===== src/rtl/tmr_pkg.sv =====
package tmr_pkg;

  // prescale ratio for a select code; code 0 (stopped) maps to 1 so that
  // limit arithmetic never underflows
  function automatic int unsigned divide_of(input int unsigned code);
    case (code)
      1: divide_of = 4;
      2: divide_of = 10;
      3: divide_of = 16;
      4: divide_of = 50;
      5: divide_of = 64;
      6: divide_of = 100;
      7: divide_of = 200;
      default: divide_of = (code == 0) ? 1 : 200;
    endcase
  endfunction

endpackage


===== src/rtl/tmr_prescaler.sv =====
module tmr_prescaler #(
  parameter int SEL_W = 3,
  parameter int PRE_W = 8
) (
  input  logic             clk,
  input  logic             rst,
  input  logic [SEL_W-1:0] sel,
  input  logic             restart,
  input  logic             tick_en,
  output logic             step
);
  logic [PRE_W-1:0] pre_q;
  logic [PRE_W-1:0] limit;
  logic             running;

  assign running = (sel != '0);
  assign limit   = PRE_W'(tmr_pkg::divide_of(32'(sel)) - 1);
  assign step    = running && tick_en && !restart && !rst && (pre_q == limit);

  always_ff @(posedge clk) begin
    if (rst || restart) begin
      pre_q <= '0;
    end else if (running && tick_en) begin
      if (pre_q == limit) pre_q <= '0;
      else                pre_q <= pre_q + 1'b1;
    end
  end

endmodule


===== src/rtl/tmr_downcount.sv =====
module tmr_downcount #(
  parameter int CNT_W = 8
) (
  input  logic             clk,
  input  logic             step,
  input  logic             load_now,
  input  logic [CNT_W-1:0] load_val,
  input  logic [CNT_W-1:0] reload_val,
  output logic [CNT_W-1:0] count_q,
  output logic             last_step
);
  localparam logic [CNT_W-1:0] ONE = CNT_W'(1);

  assign last_step = step && (count_q == ONE);

  // no reset: the count survives a reset by design
  always_ff @(posedge clk) begin
    if (load_now)       count_q <= load_val;
    else if (last_step) count_q <= reload_val;
    else if (step)      count_q <= count_q - 1'b1;
  end

endmodule


===== src/rtl/tmr_wave.sv =====
module tmr_wave (
  input  logic clk,
  input  logic rst,
  input  logic force_low,
  input  logic last_step,
  output logic wave_out,
  output logic irq_pulse
);
  always_ff @(posedge clk) begin
    if (rst) begin
      wave_out  <= 1'b0;
      irq_pulse <= 1'b0;
    end else begin
      irq_pulse <= last_step;
      if (force_low)      wave_out <= 1'b0;
      else if (last_step) wave_out <= ~wave_out;
    end
  end

endmodule


===== src/rtl/sqwave_timer.sv =====
module sqwave_timer #(
  parameter int CNT_W = 8,
  parameter int SEL_W = 3,
  parameter int PRE_W = 8
) (
  input  logic             clk,
  input  logic             rst,
  input  logic             tick_en,
  input  logic             wr_ctrl,
  input  logic             wr_data,
  input  logic [CNT_W-1:0] wdata,
  output logic [CNT_W-1:0] count_q,
  output logic             wave_out,
  output logic             irq_pulse
);
  logic [SEL_W-1:0] sel_q;
  logic [CNT_W-1:0] data_q;
  logic             step;
  logic             last_step;
  logic             load_now;

  always_ff @(posedge clk) begin
    if (rst)          sel_q <= '0;
    else if (wr_ctrl) sel_q <= wdata[SEL_W-1:0];
  end

  // data register is deliberately outside reset
  always_ff @(posedge clk) begin
    if (wr_data) data_q <= wdata;
  end

  assign load_now = wr_data && (sel_q == '0);

  tmr_prescaler #(.SEL_W(SEL_W), .PRE_W(PRE_W)) u_pre (
    .clk     (clk),
    .rst     (rst),
    .sel     (sel_q),
    .restart (wr_ctrl),
    .tick_en (tick_en),
    .step    (step)
  );

  tmr_downcount #(.CNT_W(CNT_W)) u_cnt (
    .clk        (clk),
    .step       (step),
    .load_now   (load_now),
    .load_val   (wdata),
    .reload_val (data_q),
    .count_q    (count_q),
    .last_step  (last_step)
  );

  tmr_wave u_wave (
    .clk       (clk),
    .rst       (rst),
    .force_low (wr_ctrl),
    .last_step (last_step),
    .wave_out  (wave_out),
    .irq_pulse (irq_pulse)
  );

endmodule


===== config.mk =====
export PLATFORM = sky130hd
export DESIGN_NAME = sqwave_timer
export DESIGN_NICKNAME = d
export VERILOG_FILES = /design/src/rtl/tmr_pkg.sv /design/src/rtl/tmr_prescaler.sv /design/src/rtl/tmr_downcount.sv /design/src/rtl/tmr_wave.sv /design/src/rtl/sqwave_timer.sv
export SDC_FILE = /design/constraint.sdc
export NUM_CORES = 1
export LEC_CHECK = 0
export CORE_AREA = 2 2 49 74
export DETAILED_ROUTE_END_ITERATION = 7
export DIE_AREA = 0 0 51 76
export GPL_ROUTABILITY_DRIVEN = 0
export PLACE_DENSITY = 0.77
export SETUP_SLACK_MARGIN = 0.2
export SYNTH_ARGS = -nofsm -noshare
export SYNTH_HDL_FRONTEND = slang
export SYNTH_SLANG_ARGS = --single-unit
export TNS_END_PERCENT = 10

===== constraint.sdc =====
create_clock -name clk -period 3 [get_ports clk]
set_input_delay 0.6 -clock clk [delete_from_list [all_inputs] [get_ports clk]]
set_output_delay 0.6 -clock clk [all_outputs]
set_load 0.02 [all_outputs]

# == Yosys cells after proc, flatten, opt, wreduce, memory -nomap -nowiden ==
# Cells that the tools add are included.
# word_totals
register_bits,29
# classes
add_sub_neg,3
n_eq_ne,9
mux,6
bitwise_logic,1
reduce_logical,13
# ops
cell,n
$pmux 8 s7,1
$mux 8,5
$sub 8x1->8 const B,2
$eq 3x3->1 const B,4
$add 8x1->8 const B,1
$eq 8x1->1 const B,1
$eq 8x8->1,1
$eq 3x2->1 const B,2
$logic_and 1x1->1,6
$reduce_bool 3->1,2
$eq 3x1->1 const B,1
$logic_not 3->1,1
$logic_not 1->1,2
$reduce_or 2->1,1
$logic_or 1x1->1,1
$not 1->1,1

# == Depth between registers and ports, before layout ==
# Gate-level depths: netlist of the first run.
# depth
word_depth,9
depth_mapped,8
mapped_depth_nobuf,7

# == By module ==
# Synthesis of the first run repeated with hierarchy kept, for this count alone.
# unflattened
hier_cells,157
area_unflattened_um2,1639.1
# by_module_without_submodules
mod,instances,cells_per_inst,area_per_inst_um2,seq_area_each_um2
tmr_prescaler,1,74,634.4,160.2
tmr_downcount,1,60,589.3,240.2
sqwave_timer,1,18,350.3,300.3
tmr_wave,1,5,65.1,40.0

# == Worst setup path before layout of the first run ==
# Ideal clock, no wire load.
# synth_path
path_kind,reg2reg
start,reg sel_q[0]
end,reg u_cnt.count_q[0] (enable)
arrival_ns,2.011
required_time_ns,2.616
setup_slack_ns,0.605
stages_incl_launch_ff,8
path_buffers,2
period_less_slack_ns,2.395
cell_sequence,dfxtp_1 -> buf_2 -> nor3b_1 -> o22ai_1 -> o21ai_0 -> clkbuf_8 -> nand3_1 -> o21ai_0
# synth_via
elab_chain_len,8
# synth_lines
item,line_no,rtl
start: declaration,sqwave_timer.sv:16,logic [SEL_W-1:0] sel_q;
start signal: assignment,sqwave_timer.sv:24,else if (wr_ctrl) sel_q <= wdata[SEL_W-1:0];
$logic_not 3->1,"tmr_pkg.sv:14, sqwave_timer.sv:32",
$mux 8,tmr_pkg.sv:14,default: divide_of = (code == 0) ? 1 : 200;
$pmux 8 s7,tmr_pkg.sv:6,case (code)
$sub 8x1->8,tmr_prescaler.sv:17,assign limit = PRE_W'(tmr_pkg::divide_of(32'(sel)) - 1);
$eq 8x8->1,tmr_prescaler.sv:18,assign step = running && tick_en && !restart && !rst && (pre_q == limit);
$logic_and 1x1->1,tmr_prescaler.sv:18,
$logic_and 1x1->1,tmr_downcount.sv:14,assign last_step = step && (count_q == ONE);
$reduce_bool 3->1 (no source line) (*),n/a,
end signal: assignment,tmr_downcount.sv:18,if (load_now) count_q <= load_val;
end signal: assignment,tmr_downcount.sv:19,else if (last_step) count_q <= reload_val;
end signal: assignment,tmr_downcount.sv:20,else if (step) count_q <= count_q - 1'b1;
end: declaration,tmr_downcount.sv:9,"output logic [CNT_W-1:0] count_q,"
# Mark *: on every way between the ends. The rest lies on a longest branch, timed or not.
# A chain may end at the register's enable or synchronous reset.

# == Worst setup path after layout of the first run ==
# layout_path
start,in wr_ctrl
end,"reg u_cnt.count_q[0], data pin"
# layout_via
elab_chain_len,7
# layout_lines
item,line_no,rtl
start: declaration,sqwave_timer.sv:9,"input logic wr_ctrl,"
$logic_not 1->1,tmr_prescaler.sv:18,
$logic_and 1x1->1 (3 in series),tmr_prescaler.sv:18,
$logic_and 1x1->1,tmr_downcount.sv:14,
$mux 8,tmr_downcount.sv:19,
$mux 8,tmr_downcount.sv:18,
# Every way passes these cells.

==> qor.txt, run 1 <==
Overall Global Routing Usage: 0.208
Yosys warnings: 0
Synthesized flop and latch total: 29
Fin. max-slew vios: 0
Rel. slew slack: 0.486
Hold Vio Cnt, Final: 0
H-tree depth: 2
Largest net degree at the start of global routing: 15
Clk root buf: clkbuf_8
Peak Freq: 403 MHz
Routed length on met2: 1960 um
Maximum buffer depth of the clock tree: 2
Clock Pin Slew Worst Setup and Hold Paths: 70 ps
Post-synthesis sequential area ratio: 0.435
Die area: 3880 um^2
Tmin final: 2480 ps
Fin crit share: 0.826
Iter 0 DRT Violations: 45
Most frequent cell after synthesis: nor2_1
Post-DP HPWL: 2700 um
Post-CTS setup buffers: 0
Leakage: 0.768 nW
Setup violators final: 0
DR pass1 iterations: 4
Async SR Flop Fraction: 0
CP Launch Type: input port
Top Metal Used: met4
Num rows: 26
Vias in the first global route: 1364
Die height: 76 um
Vias/cell: 5.83
Max Cap Violations: 0
P&R area growth vs syn: 17.3%
Largest area contributor in the netlist: edfxtp_1
Pre-CTS setup slack: 228 ps
Post-CTS sizing: 0
Max IR drop VDD: 0.303 mV
Fill cells: 290
Total Power: 0.963 mW
Crit. End Element: register
Fin Hold WS: 559 ps
Synth area leaders: edfxtp_1, dfxtp_1, nor2_1
Port bufs: 22
Synth Instances: 179
Remaining DRCs: 0
Sequential share of power: 0.496
Switching power: 0.274 mW
Sw frac: 0.285
Ys flop type: edfxtp_1
Worst-skew pair later-pin latency: 280 ps
Slew @ Worst Pin: 766 ps
Internal power: 0.689 mW
RSZ-0062 raised after global routing: false
Worst Path Required: 3030 ps
Worst Setup Path Type: in -> reg
Initial Utilization: 0.518
Synth Cell Area: 1700 um^2
Type of the tightest min-delay check: reg -> reg
Initial antenna violation count: 0
Drt wl/cell: 15.1 um
Share of total power in combinational logic: 0.190
Via count: 1411
Clk sinks: 29
Wl on met1: 1440 um
Num CTS Buffers: 5
Antenna Cells: 0
# hold bufs at CTS: 0
Power Density: 482 nW/um^2
Syn Nets: 195
Critical path fanouts, max: 9
Final ANT Viol Nets: 0
Die W: 51 um
Io pins: 23
Critical Path AT: 2510 ps
Status: finished, final reports clean
Metal3 WL: 154 um
Area of the multi-input gates: 868 um^2
Drt total wl: 3660 um
Area of the core: 3290 um^2
Reg area: 741 um^2
Setup Skew: 6.74 ps
Synth top cells by count: nor2_1, nand2_1, edfxtp_1
Avg Inst Size Synth: 9.51 um^2
Number of enable flip-flop cells after synthesis: 16
Cell variety after synth: 49
Setup TNS: 0 ps
Global-route wire length before repair: 6180 um
Share of cells above drive strength 1: 0.110
Fin worst setup slack: 521 ps
CTS tree: built
Clock network fraction of total power: 0.314
Total grt overflow: 0
# nets final: 215
Top-area cell type share of the netlist area: 0.282
layer usage:
layer / GRT usage / up-vias
met3: 0.0569 / 13
met2: 0.344 / 47
met1: 0.243 / 664
met5: 0 / -
li1: - / 687
met4: 0.0919 / 0
registers in the layout, indices dropped and copies added (netlist names):
register and count:
data_q 8, sel_q 3, u_cnt.count_q 8, u_pre.pre_q 8, u_wave.irq_pulse 1, u_wave.wave_out 1
path summary, 6_finish.rpt:
path / start / cells past startpoint / slack (ps) / to
worst max-delay path: wr_ctrl / 6 / 520 / u_cnt.count_q[0]$_DFFE_PP_
worst min-delay path: u_pre.pre_q[1]$_SDFFE_PP0P_ / 2 / 560 / u_pre.pre_q[1]$_SDFFE_PP0P_
worst max register to register: sel_q[2]$_SDFFE_PP0P_ / 6 / 690 / u_cnt.count_q[1]$_DFFE_PP_
worst min register to register: u_pre.pre_q[1]$_SDFFE_PP0P_ / 2 / 560 / u_pre.pre_q[1]$_SDFFE_PP0P_
critical path: stages:
cell	delay (ps)
clkdlybuf4s50_1	530
or4b_4	620
nor4_2	230
o221a_2	320
a21o_2	150
a21oi_1	50
cell type report:
type,count,area share
repair buffers,25,0.122
clock inverters,3,0.00627
multi-input cells,135,0.435
clock buffers,5,0.0345
inverters,3,0.00564
flip-flops and latches,29,0.371
well taps,42,0.0263
cells in the final DEF, fill, tap and decap left out, drive strengths merged, types with 2 or more instances in the layout:
cell type | synthesis | layout
o21ai | 9 | 9
and3 | 3 | 3
nor4 | 3 | 3
a21o | 4 | 4
nand4 | 3 | 3
a21oi | 11 | 11
clkbuf | 3 | 5
nor3b | 2 | 2
buf | 9 | 3
inv | 3 | 3
xor2 | 9 | 9
or2 | 3 | 3
clkinv | 0 | 3
a41o | 6 | 6
nor2 | 24 | 24
xnor2 | 5 | 5
nand3 | 4 | 4
nor3 | 5 | 5
ha | 3 | 3
dfxtp | 13 | 13
edfxtp | 16 | 16
and2 | 2 | 2
a31oi | 2 | 2
clkdlybuf4s50 | 0 | 22
mux2i | 3 | 3
nand3b | 2 | 2
nand2 | 17 | 17
cells by family (layout without fill, tap and decap cells):
kind of cell    after synthesis  count (layout)  synth area share
simple gates                 73              73             0.223
buf+inv                      15              36            0.0551
xor+xnor                     14              14            0.0720
fa+ha+maj                     3               3            0.0220
mux                           4               4            0.0242
compound gates               41              41             0.168
flops                        29              29             0.435
stage by stage:
stage | instance area (um^2) | util | instances
after global placement | 1920 | 0.583 | 234
final | 2000 | 0.608 | 242
after global routing | 2000 | 0.608 | 242
after detailed placement | 1920 | 0.583 | 234
after floorplan | 1700 | - | 179
after CTS | 2000 | 0.608 | 242
power groups by stage:
stage / sequential (mW) / combinational [mW] / clock, mW
3_3_place_gp: 0.485 / 0.175 / 0
6_report: 0.477 / 0.183 / 0.303
5_1_grt: 0.481 / 0.200 / 0.326
3_5_place_dp: 0.486 / 0.180 / 0
2_1_floorplan: 0.490 / 0.111 / 0
4_1_cts: 0.477 / 0.182 / 0.308
Power figures use the tool's default switching activity.
==> run 2, diff against run 1 <==
--- a/config.mk
+++ b/config.mk
@@ -5,11 +5,11 @@
 export SDC_FILE = /design/constraint.sdc
 export NUM_CORES = 1
 export LEC_CHECK = 0
-export CORE_AREA = 2 2 49 74
+export CORE_AREA = 2 2 52 78
 export DETAILED_ROUTE_END_ITERATION = 7
-export DIE_AREA = 0 0 51 76
+export DIE_AREA = 0 0 54 80
 export GPL_ROUTABILITY_DRIVEN = 0
-export PLACE_DENSITY = 0.77
+export PLACE_DENSITY = 0.72
 export SETUP_SLACK_MARGIN = 0.2
 export SYNTH_ARGS = -nofsm -noshare
 export SYNTH_HDL_FRONTEND = slang
==> constraint.sdc (replaced) <==
create_clock -name clk -period 2.2 [get_ports clk]
set_input_delay 0.44 -clock clk [delete_from_list [all_inputs] [get_ports clk]]
set_output_delay 0.44 -clock clk [all_outputs]
set_load 0.02 [all_outputs]
==> run 2 against run 1 <==
Compared with the run above: cell count grew 7.0%; sequential power increased by 35%; utilization shrank 1.9 points; largest cell class unchanged; register-to-register slack got worse by 540 ps; final area rose by 7.6%.
==> qor.txt, run 2 (synthesis gave the netlist of run 1 again) <==
Reg area: 741 um^2 (unchanged)
Fill cells: 337 (was 290)
Leakage: 0.854 nW (was 0.768 nW)
Maximum buffer depth of the clock tree: 2 (unchanged)
Biggest regs: data_q: 8 flops, u_cnt.count_q: 8 flops, u_pre.pre_q: 8 flops (unchanged)
Power Density: 632 nW/um^2 (was 482 nW/um^2)
Worst-skew pair later-pin latency: 280 ps (about the same)
Area of the core: 3650 um^2 (was 3290 um^2)
Global-route wire length before repair: 6780 um (was 6180 um)
Critical Path AT: 2120 ps (was 2510 ps)
Clk root buf: clkbuf_8 (unchanged)
Fin Hold WS: 565 ps (was 559 ps)
Drt total wl: 4220 um (was 3660 um)
Peak Freq: 479 MHz
CP Launch Type: input port (unchanged)
Io pins: 23 (unchanged)
Setup violators final: 0 (unchanged)
Die area: 4320 um^2 (was 3880 um^2)
Die W: 54 um (was 51 um)
Initial antenna violation count: 0 (unchanged)
# hold bufs at CTS: 0 (unchanged)
Inst Count DP: 249 (was 234)
Setup TNS: 0 ps (unchanged)
Max Cap Violations: 0 (unchanged)
Overall Global Routing Usage: 0.217 (was 0.208)
Commonest non-fill, non-tap cells in the layout: nor2_1, clkdlybuf4s50_1, buf_4 (was nor2_1, clkdlybuf4s50_1, nand2_1)
Worst Path Required: 2230 ps (was 3030 ps)
Total grt overflow: 0 (unchanged)
Commonest non-fill, non-tap cell in the layout: nor2_1 (unchanged)
Post-DP HPWL: 3130 um (was 2700 um)
Pre-CTS setup slack: -192 ps (was 228 ps)
DP Area: 2030 um^2 (was 1920 um^2)
Vias in the first global route: 1498 (was 1364)
RSZ-0062 raised after global routing: true (was false)
DR pass1 iterations: 4 (unchanged)
Hold Vio Cnt, Final: 0 (unchanged)
Share of total power in combinational logic: 0.220 (was 0.190)
Initial Utilization: 0.467 (was 0.518)
Vias/cell: 5.69 (was 5.83)
Largest net degree at the start of global routing: 15 (unchanged)
Remaining DRCs: 0 (unchanged)
Num rows: 27 (was 26)
Port bufs: 22 (unchanged)
# nets final: 231 (was 215)
Worst Setup Path Type: in -> reg (unchanged)
Max IR drop VDD: 0.390 mV (was 0.303 mV)
Rel. slew slack: 0.698 (was 0.486)
Iter 0 DRT Violations: 41 (was 45)
Share of cells above drive strength 1: 0.194 (was 0.110)
Slew @ Worst Pin: 451 ps (was 766 ps)
Crit. End Element: register (unchanged)
Num CTS Buffers: 5 (unchanged)
CTS tree: built (unchanged)
Tmin final: 2090 ps
Clock Pin Slew Worst Setup and Hold Paths: 70 ps (about the same)
Drt wl/cell: 16.3 um (was 15.1 um)
Type of the tightest min-delay check: reg -> reg (unchanged)
Status: finished, final reports clean (unchanged)
P&R area growth vs syn: 26.2% (was 17.3%)
Internal power: 0.969 mW (was 0.689 mW)
Critical path fanouts, max: 5 (was 9)
Fin. max-slew vios: 0 (unchanged)
Final ANT Viol Nets: 0 (unchanged)
Sequential share of power: 0.476 (was 0.496)
Clock network fraction of total power: 0.304 (was 0.314)
Via count: 1474 (was 1411)
Antenna Cells: 0 (unchanged)
Final Cell Area: 2150 um^2 (was 2000 um^2)
H-tree depth: 2 (unchanged)
Clk sinks: 29 (unchanged)
Sw frac: 0.286 (was 0.285)
Fin worst setup slack: 112 ps (was 521 ps)
Die height: 80 um (was 76 um)
Setup Skew: 8.77 ps (was 6.74 ps)
Fin crit share: 0.949
Area of the multi-input gates: 907 um^2 (was 868 um^2)
Switching power: 0.389 mW (was 0.274 mW)
Finished Layout Cells: 259 (was 242)
## run 2: routing by layer
metal / global-route usage / vias to the layer above / share of wire
met3: 0.0524 / 18 / 0.040
met4: 0.138 / 0 / 0.042
met5: 0 / - / 0
li1: - / 727 / -
met1: 0.223 / 680 / 0.37
met2: 0.374 / 49 / 0.55
## run 2: path summary, 6_finish.rpt
check | start | end | slack, ps | cells after the start
worst min register to register | u_pre.pre_q[1]$_SDFFE_PP0P_ | u_pre.pre_q[1]$_SDFFE_PP0P_ | 570 | 2
worst max register to register | u_cnt.count_q[1]$_DFFE_PP_ | u_cnt.count_q[0]$_DFFE_PP_ | 150 | 7
worst min-delay path | u_pre.pre_q[1]$_SDFFE_PP0P_ | u_pre.pre_q[1]$_SDFFE_PP0P_ | 570 | 2
worst max-delay path | wr_ctrl | u_cnt.count_q[0]$_DFFE_PP_ | 110 | 6
## run 2: per-stage QoR
stage                      util  total power, mW
after CTS                 0.587             1.37
after global routing      0.589             1.42
after floorplan               -            0.823
final                     0.589             1.36
after detailed placement  0.556            0.946
after global placement    0.556            0.936
## run 2: cell type report
class	instances	area share
Timing Repair Buffer	40	0.165
Sequential cell	29	0.345
Tap cell	43	0.0250
Clock inverter	3	0.00582
Multi-Input combinational cell	136	0.422
Clock buffer	5	0.0320
Inverter	3	0.00524
## run 2: what timing repair did
action                     4_1_cts  5_1_grt
pin swaps                        0        2
setup buffers                    1        0
hold endpoints to repair         0        0
cloned                           1        0
resized for setup                2        2
setup endpoints to repair        9       18
## run 2: worst max-delay path, stage by stage
cell and delay [ps]:
clkdlybuf4s50_1 420, or4b_4 600, nor4_4 170, o221a_2 280, a21o_2 150, a21oi_1 60
## run 2: power by group through the flow
stage,clock (mW),combinational [mW],sequential [mW]
final,0.412,0.299,0.646
after global routing,0.449,0.322,0.650
after global placement,0,0.280,0.655
after detailed placement,0,0.288,0.658
after floorplan,0,0.154,0.669
after CTS,0.426,0.297,0.645
==> run 3, diff against run 2 <==
--- a/config.mk
+++ b/config.mk
@@ -6,6 +6,7 @@
 export NUM_CORES = 1
 export LEC_CHECK = 0
 export CORE_AREA = 2 2 52 78
+export CTS_CLUSTER_SIZE = 10
 export DETAILED_ROUTE_END_ITERATION = 7
 export DIE_AREA = 0 0 54 80
 export GPL_ROUTABILITY_DRIVEN = 0
==> results of run 3 <==
No change in the layout: final DEF, timing and power equal those of run 2.
